File: src/rtl/strobe_seq_pkg.sv
package strobe_seq_pkg;

    typedef struct packed {
        logic fast;
        logic pair;
        logic wide;
        logic last;
    } strobe_set_t;

    localparam int FAST_FIRST = 5;
    localparam int FAST_STEP  = 5;
    localparam int FAST_FINAL = 100;

    localparam int PAIR_LEN   = 2;
    localparam int PAIR_NUM   = 3;
    localparam int PAIR_AT [PAIR_NUM] = '{5, 210, 280};

    localparam int WIDE_LEN   = 5;
    localparam int WIDE_NUM   = 2;
    localparam int WIDE_AT [WIDE_NUM] = '{8, 150};

endpackage

File: src/rtl/tick_counter.sv
module tick_counter #(
    parameter int FRAME_TICKS = 311,
    localparam int CNT_W = $clog2(FRAME_TICKS)
) (
    input  logic             clk,
    input  logic             rst_n,
    output logic [CNT_W-1:0] cnt_q,
    output logic [CNT_W-1:0] cnt_nxt
);
    localparam logic [CNT_W-1:0] LAST = CNT_W'(FRAME_TICKS - 1);
    localparam logic [CNT_W-1:0] ONE  = CNT_W'(1);

    always_comb begin
        if (cnt_q == LAST) cnt_nxt = '0;
        else               cnt_nxt = cnt_q + ONE;
    end

    always_ff @(posedge clk or negedge rst_n) begin
        if (!rst_n) cnt_q <= '0;
        else        cnt_q <= cnt_nxt;
    end

    // wrap to zero after the final tick
    p_wrap_r2: assert property (@(posedge clk) disable iff (!rst_n)
        (cnt_q == LAST) |=> (cnt_q == '0));
    // single step everywhere else
    p_step_r2: assert property (@(posedge clk) disable iff (!rst_n)
        (cnt_q != LAST) |=> (cnt_q - $past(cnt_q) == ONE));
    // never beyond the final tick
    p_range_r2: assert property (@(posedge clk) disable iff (!rst_n)
        cnt_q <= LAST);
endmodule

File: src/rtl/strobe_decode.sv
module strobe_decode
    import strobe_seq_pkg::*;
#(
    parameter int FRAME_TICKS = 311,
    localparam int CNT_W = $clog2(FRAME_TICKS)
) (
    input  logic [CNT_W-1:0] tick_idx,
    output strobe_set_t      lvl
);
    function automatic logic in_span(int t, int s, int len);
        return (t >= s) && (t < s + len);
    endfunction

    always_comb begin
        int t;
        t = int'(tick_idx);
        lvl.fast = (t >= FAST_FIRST) && (t <= FAST_FINAL) &&
                   (((t - FAST_FIRST) % FAST_STEP) == 0);
        lvl.pair = 1'b0;
        for (int i = 0; i < PAIR_NUM; i++)
            if (in_span(t, PAIR_AT[i], PAIR_LEN)) lvl.pair = 1'b1;
        lvl.wide = 1'b0;
        for (int i = 0; i < WIDE_NUM; i++)
            if (in_span(t, WIDE_AT[i], WIDE_LEN)) lvl.wide = 1'b1;
        lvl.last = (t == FRAME_TICKS - 1);
    end
endmodule

File: src/rtl/strobe_outreg.sv
module strobe_outreg
    import strobe_seq_pkg::*;
(
    input  logic        clk,
    input  logic        rst_n,
    input  strobe_set_t lvl_nxt,
    output strobe_set_t lvl_q
);
    always_ff @(posedge clk or negedge rst_n) begin
        if (!rst_n) lvl_q <= '0;
        else        lvl_q <= lvl_nxt;
    end

    // fast strobe is a single-cycle pulse
    p_fast_single_r3: assert property (@(posedge clk) disable iff (!rst_n)
        lvl_q.fast |=> !lvl_q.fast);
    // pair strobe lasts at least two cycles
    p_pair_len_r4: assert property (@(posedge clk) disable iff (!rst_n)
        (lvl_q.pair && !$past(lvl_q.pair)) |=> lvl_q.pair);
    // frame marker is a single-cycle pulse
    p_last_single_r6: assert property (@(posedge clk) disable iff (!rst_n)
        lvl_q.last |=> !lvl_q.last);
endmodule

File: src/rtl/strobe_sequencer.sv
module strobe_sequencer
    import strobe_seq_pkg::*;
#(
    parameter int FRAME_TICKS = 311,
    localparam int CNT_W = $clog2(FRAME_TICKS)
) (
    input  logic             clk,
    input  logic             rst_n,
    output logic             strobe_fast,
    output logic             strobe_pair,
    output logic             strobe_wide,
    output logic             frame_last,
    output logic [CNT_W-1:0] tick_count
);
    localparam logic [CNT_W-1:0] LAST = CNT_W'(FRAME_TICKS - 1);

    logic [CNT_W-1:0] cnt_q;
    logic [CNT_W-1:0] cnt_nxt;
    strobe_set_t      lvl_nxt;
    strobe_set_t      lvl_q;

    tick_counter #(.FRAME_TICKS(FRAME_TICKS)) u_cnt (
        .clk     (clk),
        .rst_n   (rst_n),
        .cnt_q   (cnt_q),
        .cnt_nxt (cnt_nxt)
    );

    // decode the upcoming tick so the register output aligns with cnt_q
    strobe_decode #(.FRAME_TICKS(FRAME_TICKS)) u_dec (
        .tick_idx (cnt_nxt),
        .lvl      (lvl_nxt)
    );

    strobe_outreg u_oreg (
        .clk     (clk),
        .rst_n   (rst_n),
        .lvl_nxt (lvl_nxt),
        .lvl_q   (lvl_q)
    );

    assign strobe_fast = lvl_q.fast;
    assign strobe_pair = lvl_q.pair;
    assign strobe_wide = lvl_q.wide;
    assign frame_last  = lvl_q.last;
    assign tick_count  = cnt_q;

    // frame marker coincides with the last count value
    p_last_at_end_r6: assert property (@(posedge clk) disable iff (!rst_n)
        lvl_q.last |-> (cnt_q == LAST));
    // pulses never show at count zero (register aligned, not lagging)
    p_zero_quiet_r7: assert property (@(posedge clk) disable iff (!rst_n)
        (cnt_q == '0) |-> (lvl_q == '0));
endmodule

File: config.mk
export PLATFORM = sky130hd
export DESIGN_NAME = strobe_sequencer
export DESIGN_NICKNAME = d
export VERILOG_FILES = /design/src/rtl/strobe_seq_pkg.sv /design/src/rtl/tick_counter.sv /design/src/rtl/strobe_decode.sv /design/src/rtl/strobe_outreg.sv /design/src/rtl/strobe_sequencer.sv
export SDC_FILE = /design/constraint.sdc
export NUM_CORES = 1
export LEC_CHECK = 0
export BUFFER_PORTS_ARGS = -buffer_cell sky130_fd_sc_hd__buf_2
export CAP_MARGIN = 20
export CELL_PAD_IN_SITES_DETAIL_PLACEMENT = 0
export CELL_PAD_IN_SITES_GLOBAL_PLACEMENT = 1
export CORE_ASPECT_RATIO = 1.25
export CORE_UTILIZATION = 46
export CTS_BUF_LIST = sky130_fd_sc_hd__clkbuf_16
export CTS_CLUSTER_SIZE = 40
export DETAILED_ROUTE_END_ITERATION = 6
export PLACE_DENSITY_LB_ADDON = 0.1
export SYNTH_ARGS = -nofsm -noshare
export SYNTH_HDL_FRONTEND = slang
export SYNTH_SLANG_ARGS = --single-unit
File: constraint.sdc
create_clock -name clk -period 8.39 [get_ports clk]
set_clock_uncertainty 0.2 [all_clocks]
set_input_delay 0.4195 -clock clk [delete_from_list [all_inputs] [get_ports clk]]
set_output_delay 0.4195 -clock clk [all_outputs]
set_load 0.02 [all_outputs]
==> PnR_summary.wiki <==
{| class="wikitable"
! Metric !! Value
|-
| Crit Path Class || reg -> reg
|-
| VDD IR max || 0.06821 mV
|-
| Power Density || 63.53 mW/mm^2
|-
| Area share of the largest cell type after synthesis || 14.70%
|-
| Total global routing track utilization || 26.31%
|-
| Number of cell rows || 27
|-
| Distinct cell type count after synthesis || 79
|-
| Number of design rule violations left after detail routing || 0
|-
| Final non-filler cell area || 0.002385 mm^2
|-
| Worst-path fanout max || 12
|-
| CTS Buffer Depth || 2
|-
| Leading cell type by number of instances after synthesis || sky130_fd_sc_hd__nor2_1
|-
| Number of sinks on the clock net || 13
|-
| Synthesis-stage register bit count || 13
|-
| Number of H-tree levels || 1
|-
| Filler instances || 475
|-
| Worst min path class || in -> async
|-
| Delay-heaviest family, CP || compound AO/OA/AOI/OAI gates
|-
| Count of boundary I/O pins || 15
|-
| Total CTS buffers || 3
|-
| Average cell area after synthesis || 7.606 um^2
|-
| Cell area after technology mapping || 0.002213 mm^2
|-
| Result of the run || finished, final reports clean
|-
| Most area-hungry cell type in the Yosys netlist || sky130_fd_sc_hd__dfrtp_1
|-
| CP Data Required Time || 8.36 ns
|-
| Starting utilization of the core area || 48.89%
|-
| Instance area after placement || 0.002296 mm^2
|-
| Gpl congestion || 0.8421
|-
| Global-route wire length before repair || 10580 um
|-
| Startpoint Class || register
|-
| Crit. Startpoint || u_cnt.cnt_q[1]
|-
| Via density per instance || 6.455
|-
| Multiplexer area fraction after synthesis || 2.713%
|-
| Clk_lat worst skew || 0.24 ns
|-
| Worst setup timing slack at the placement stage || 1.071 ns
|-
| Max Fclk || 135.1 MHz
|-
| Number of synthesis warnings || 0
|-
| DP Wirelength || 4854 um
|-
| Commonest cells post-synth || 30 x sky130_fd_sc_hd__nor2_1, 19 x sky130_fd_sc_hd__nand2_1, 18 x sky130_fd_sc_hd__o21ai_0
|-
| Slowest stage cell, crit path || sky130_fd_sc_hd__a221oi_1
|-
| Total Neg Setup Slack || 0 ns
|-
| Max-capacitance violation count || 0
|-
| Die Footprint || 0.005095 mm^2
|-
| Switching part of the total power || 16.81%
|-
| Final setup violation count || 0
|-
| Post-synthesis share of cell area spent on full adders, half adders and majority gates || 5.088%
|-
| Layout overhead on the synthesized area || 7.745%
|-
| Simple-gate share of the synthesized area || 32.96%
|-
| Relative contribution of sequential cells to total power || 41.5%
|-
| Wire length per cell after detailed routing || 17.76 um
|-
| Core Region || 0.004527 mm^2
|-
| Fraction of layout cells with a size suffix above 1 || 16.11%
|-
| Worst hold slack || 0.4157 ns
|-
| Fraction of the core area covered by cells at the end of the flow || 52.68%
|-
| Number of placed cells counting well taps || 351
|-
| Fraction of power consumed by the clock network || 57.3%
|-
| Largest family of logic cells by synthesized area || simple AND/OR/NAND/NOR gates
|-
| Sequential fraction of the synthesis area || 14.70%
|-
| Switching power total || 0.02547 mW
|-
| Antenna Nets Post-Route || 0
|-
| Synth async-reset ratio || 100.0%
|-
| Overall power of the completed layout || 0.1515 mW
|-
| Die span in y || 79.56 um
|-
| Count of vias placed by the detailed router || 2298
|-
| Crit Reg-Reg Startpoint || u_cnt.cnt_q[1]
|-
| Port buffer count || 14
|-
| Violation count after the first detailed-routing iteration || 141
|-
| Synth Area in Compound Gates || 32.56%
|-
| Arr. time, crit path || 7.37 ns
|-
| Number of global-route vias before repair || 2165
|-
| Final hold violations || 0
|-
| Part of the power in combinational logic || 1.1%
|-
| Die X || 64.05 um
|-
| Crit path largest cell delay || 0.73 ns
|-
| Pin count of the biggest net entering global routing || 14
|-
| CTS tree || yes
|-
| Setup repair after global routing missed its margin || false
|-
| Antenna violations before repair || 0
|-
| Headroom to the max-slew limit || 43.30%
|-
| Number of instances in the synthesized netlist || 291
|-
| Total number of nets in the final design || 310
|-
| Syn nets || 302
|-
| Synth area leaders || sky130_fd_sc_hd__dfrtp_1 15%, sky130_fd_sc_hd__ha_1 5.1%, sky130_fd_sc_hd__nor2_1 5.1%
|-
| Pins over their slew limit || 0
|-
| Total gr overflow || 0
|-
| Final setup slack of the worst path || 0.9853 ns
|-
| Number of cells upsized or downsized after cts || 0
|-
| Dominant register cell in the synthesized netlist || sky130_fd_sc_hd__dfrtp_1
|-
| CTS clk-pin slew, worst paths || 0.04 ns
|-
| EDFF count, synth || 0
|-
| Leak pwr || 0.8714 nW
|-
| Antenna diodes || 0
|-
| Slew at the pin closest to its max-slew limit || 0.8505 ns
|-
| CP Buf/Inv Count || 0
|-
| Xor and xnor area share after synthesis || 7.066%
|-
| Drt pass-1 iters || 4
|-
| Root buffer cell || sky130_fd_sc_hd__clkbuf_16
|-
| Final worst path period need || 7.405 ns
|-
| Cell internal pwr || 0.1260 mW
|-
| Post-detailed-routing wire length || 6323 um
|-
| Post-layout instance count excluding filler cells || 356
|-
| Post-route clock period utilization || 88.26%
|-
| Kind of end point of the critical path || register
|}
cell families after synthesis:
| logic type | after synthesis |
|---|---|
| AND/OR/NAND/NOR | 130 |
| adder cells (fa/ha/maj) | 9 |
| multiplexers | 6 |
| AO/OA/AOI/OAI | 92 |
| XOR/XNOR | 17 |
| flip-flops | 13 |
| buffers and inverters | 24 |
worst reg2reg max path, stage by stage, from the launching register on:
cell                       delay, ns
sky130_fd_sc_hd__dfrtp_1        0.54
sky130_fd_sc_hd__ha_1           0.55
sky130_fd_sc_hd__xnor2_1        0.16
sky130_fd_sc_hd__a22oi_1        0.59
sky130_fd_sc_hd__a311oi_4       0.17
sky130_fd_sc_hd__a211oi_1       0.53
sky130_fd_sc_hd__nor3_1         0.18
sky130_fd_sc_hd__o311ai_2       0.55
sky130_fd_sc_hd__nand2_4        0.17
sky130_fd_sc_hd__nand2_1        0.09
sky130_fd_sc_hd__o21ai_0        0.08
sky130_fd_sc_hd__a221oi_1       0.73
sky130_fd_sc_hd__ha_1           0.35
sky130_fd_sc_hd__nor3_1         0.07
sky130_fd_sc_hd__o211ai_1       0.19
sky130_fd_sc_hd__o221ai_2       0.16
sky130_fd_sc_hd__nor2_1         0.25
sky130_fd_sc_hd__nand3b_1       0.18
sky130_fd_sc_hd__and3_1         0.21
sky130_fd_sc_hd__o21ai_1        0.16
sky130_fd_sc_hd__xnor2_1        0.14
sky130_fd_sc_hd__ha_1           0.24
sky130_fd_sc_hd__o21ai_0        0.16
sky130_fd_sc_hd__and3_1         0.19
sky130_fd_sc_hd__o221ai_1       0.11
sky130_fd_sc_hd__a41oi_1        0.18
sky130_fd_sc_hd__and3_1         0.20
cells in the final DEF, fill, tap and decap left out, types with 2 or more instances in the layout:
cell type	count
sky130_fd_sc_hd__nor2_1	30
sky130_fd_sc_hd__nand2_1	19
sky130_fd_sc_hd__o21ai_0	18
sky130_fd_sc_hd__nor3_1	15
sky130_fd_sc_hd__nand3_1	15
sky130_fd_sc_hd__a21oi_1	15
sky130_fd_sc_hd__buf_2	14
sky130_fd_sc_hd__dfrtp_1	13
sky130_fd_sc_hd__xnor2_1	11
sky130_fd_sc_hd__inv_1	10
sky130_fd_sc_hd__ha_1	9
sky130_fd_sc_hd__mux2i_1	6
sky130_fd_sc_hd__nand4_1	5
sky130_fd_sc_hd__or4_1	5
sky130_fd_sc_hd__xor2_1	5
sky130_fd_sc_hd__and3_1	5
sky130_fd_sc_hd__a31oi_1	5
sky130_fd_sc_hd__a22oi_1	4
sky130_fd_sc_hd__o22ai_1	4
sky130_fd_sc_hd__o211ai_1	4
sky130_fd_sc_hd__a211oi_1	4
sky130_fd_sc_hd__nor2b_1	3
sky130_fd_sc_hd__and4_1	3
sky130_fd_sc_hd__nor4_1	3
sky130_fd_sc_hd__and2_1	3
sky130_fd_sc_hd__o31ai_1	3
sky130_fd_sc_hd__o21ai_1	3
sky130_fd_sc_hd__clkbuf_16	3
sky130_fd_sc_hd__clkinv_1	2
sky130_fd_sc_hd__or2_2	2
sky130_fd_sc_hd__a21boi_0	2
sky130_fd_sc_hd__o21a_1	2
sky130_fd_sc_hd__o2bb2ai_1	2
sky130_fd_sc_hd__or2_1	2
sky130_fd_sc_hd__nor2_2	2
sky130_fd_sc_hd__a221oi_1	2
sky130_fd_sc_hd__a41oi_1	2
sky130_fd_sc_hd__a32o_1	2
final cells by class:
class                           count  area (um^2)  area share, %
Multi-Input combinational cell    254         1779          74.61
Timing Repair Buffer               16        87.58          3.673
Clock inverter                      1        3.754         0.1574
Clock buffer                        3        75.07          3.148
Sequential cell                    13        325.3          13.64
Inverter                           11        41.29          1.731
Tap cell                           58        72.57          3.043
metal layers:
metal  routed length (um)  vias to the layer above  GRT usage (%)
li1                     -                     1131              -
met1                 2666                     1088          30.14
met2                 3265                       65          49.26
met3                  205                       14          3.429
met4                  184                        0          8.864
met5                    0                        -              0
power by group through the flow:
| stage | logic [mW] | registers [mW] | clock network [mW] |
|---|---|---|---|
| 6_report | 0.00170 | 0.0629 | 0.0869 |
| 5_1_grt | 0.00198 | 0.0629 | 0.0915 |
| 4_1_cts | 0.00175 | 0.0629 | 0.0874 |
| 3_5_place_dp | 0.00139 | 0.0638 | 0 |
| 3_3_place_gp | 0.00138 | 0.0638 | 0 |
| 2_1_floorplan | 0.000000626 | 0.0639 | 0 |
timing repair:
item	4_1_cts	5_1_grt
setup endpoints to repair	0	0
buffers inserted	0	0
hold buffers	1	0
endpoints found under the hold margin	13	0
final timing paths:
check / end / slack (ns) / cells past startpoint
setup / recovery: u_oreg.lvl_q[3] / 0.99 / 26
hold / removal: u_oreg.lvl_q[2] / 0.42 / 2
hold reg to reg: u_oreg.lvl_q[0] / 0.70 / 3
setup reg to reg: u_oreg.lvl_q[3] / 0.99 / 26
min in group clk: u_oreg.lvl_q[0] / 0.70 / 3
max in group asynchronous: u_cnt.cnt_q[0] / 7.35 / 2
registers in the layout, indices dropped and copies added (netlist names):
signal        cells
u_cnt.cnt_q       9
u_oreg.lvl_q      4
Note: power is estimated with default switching activity, not from simulation.
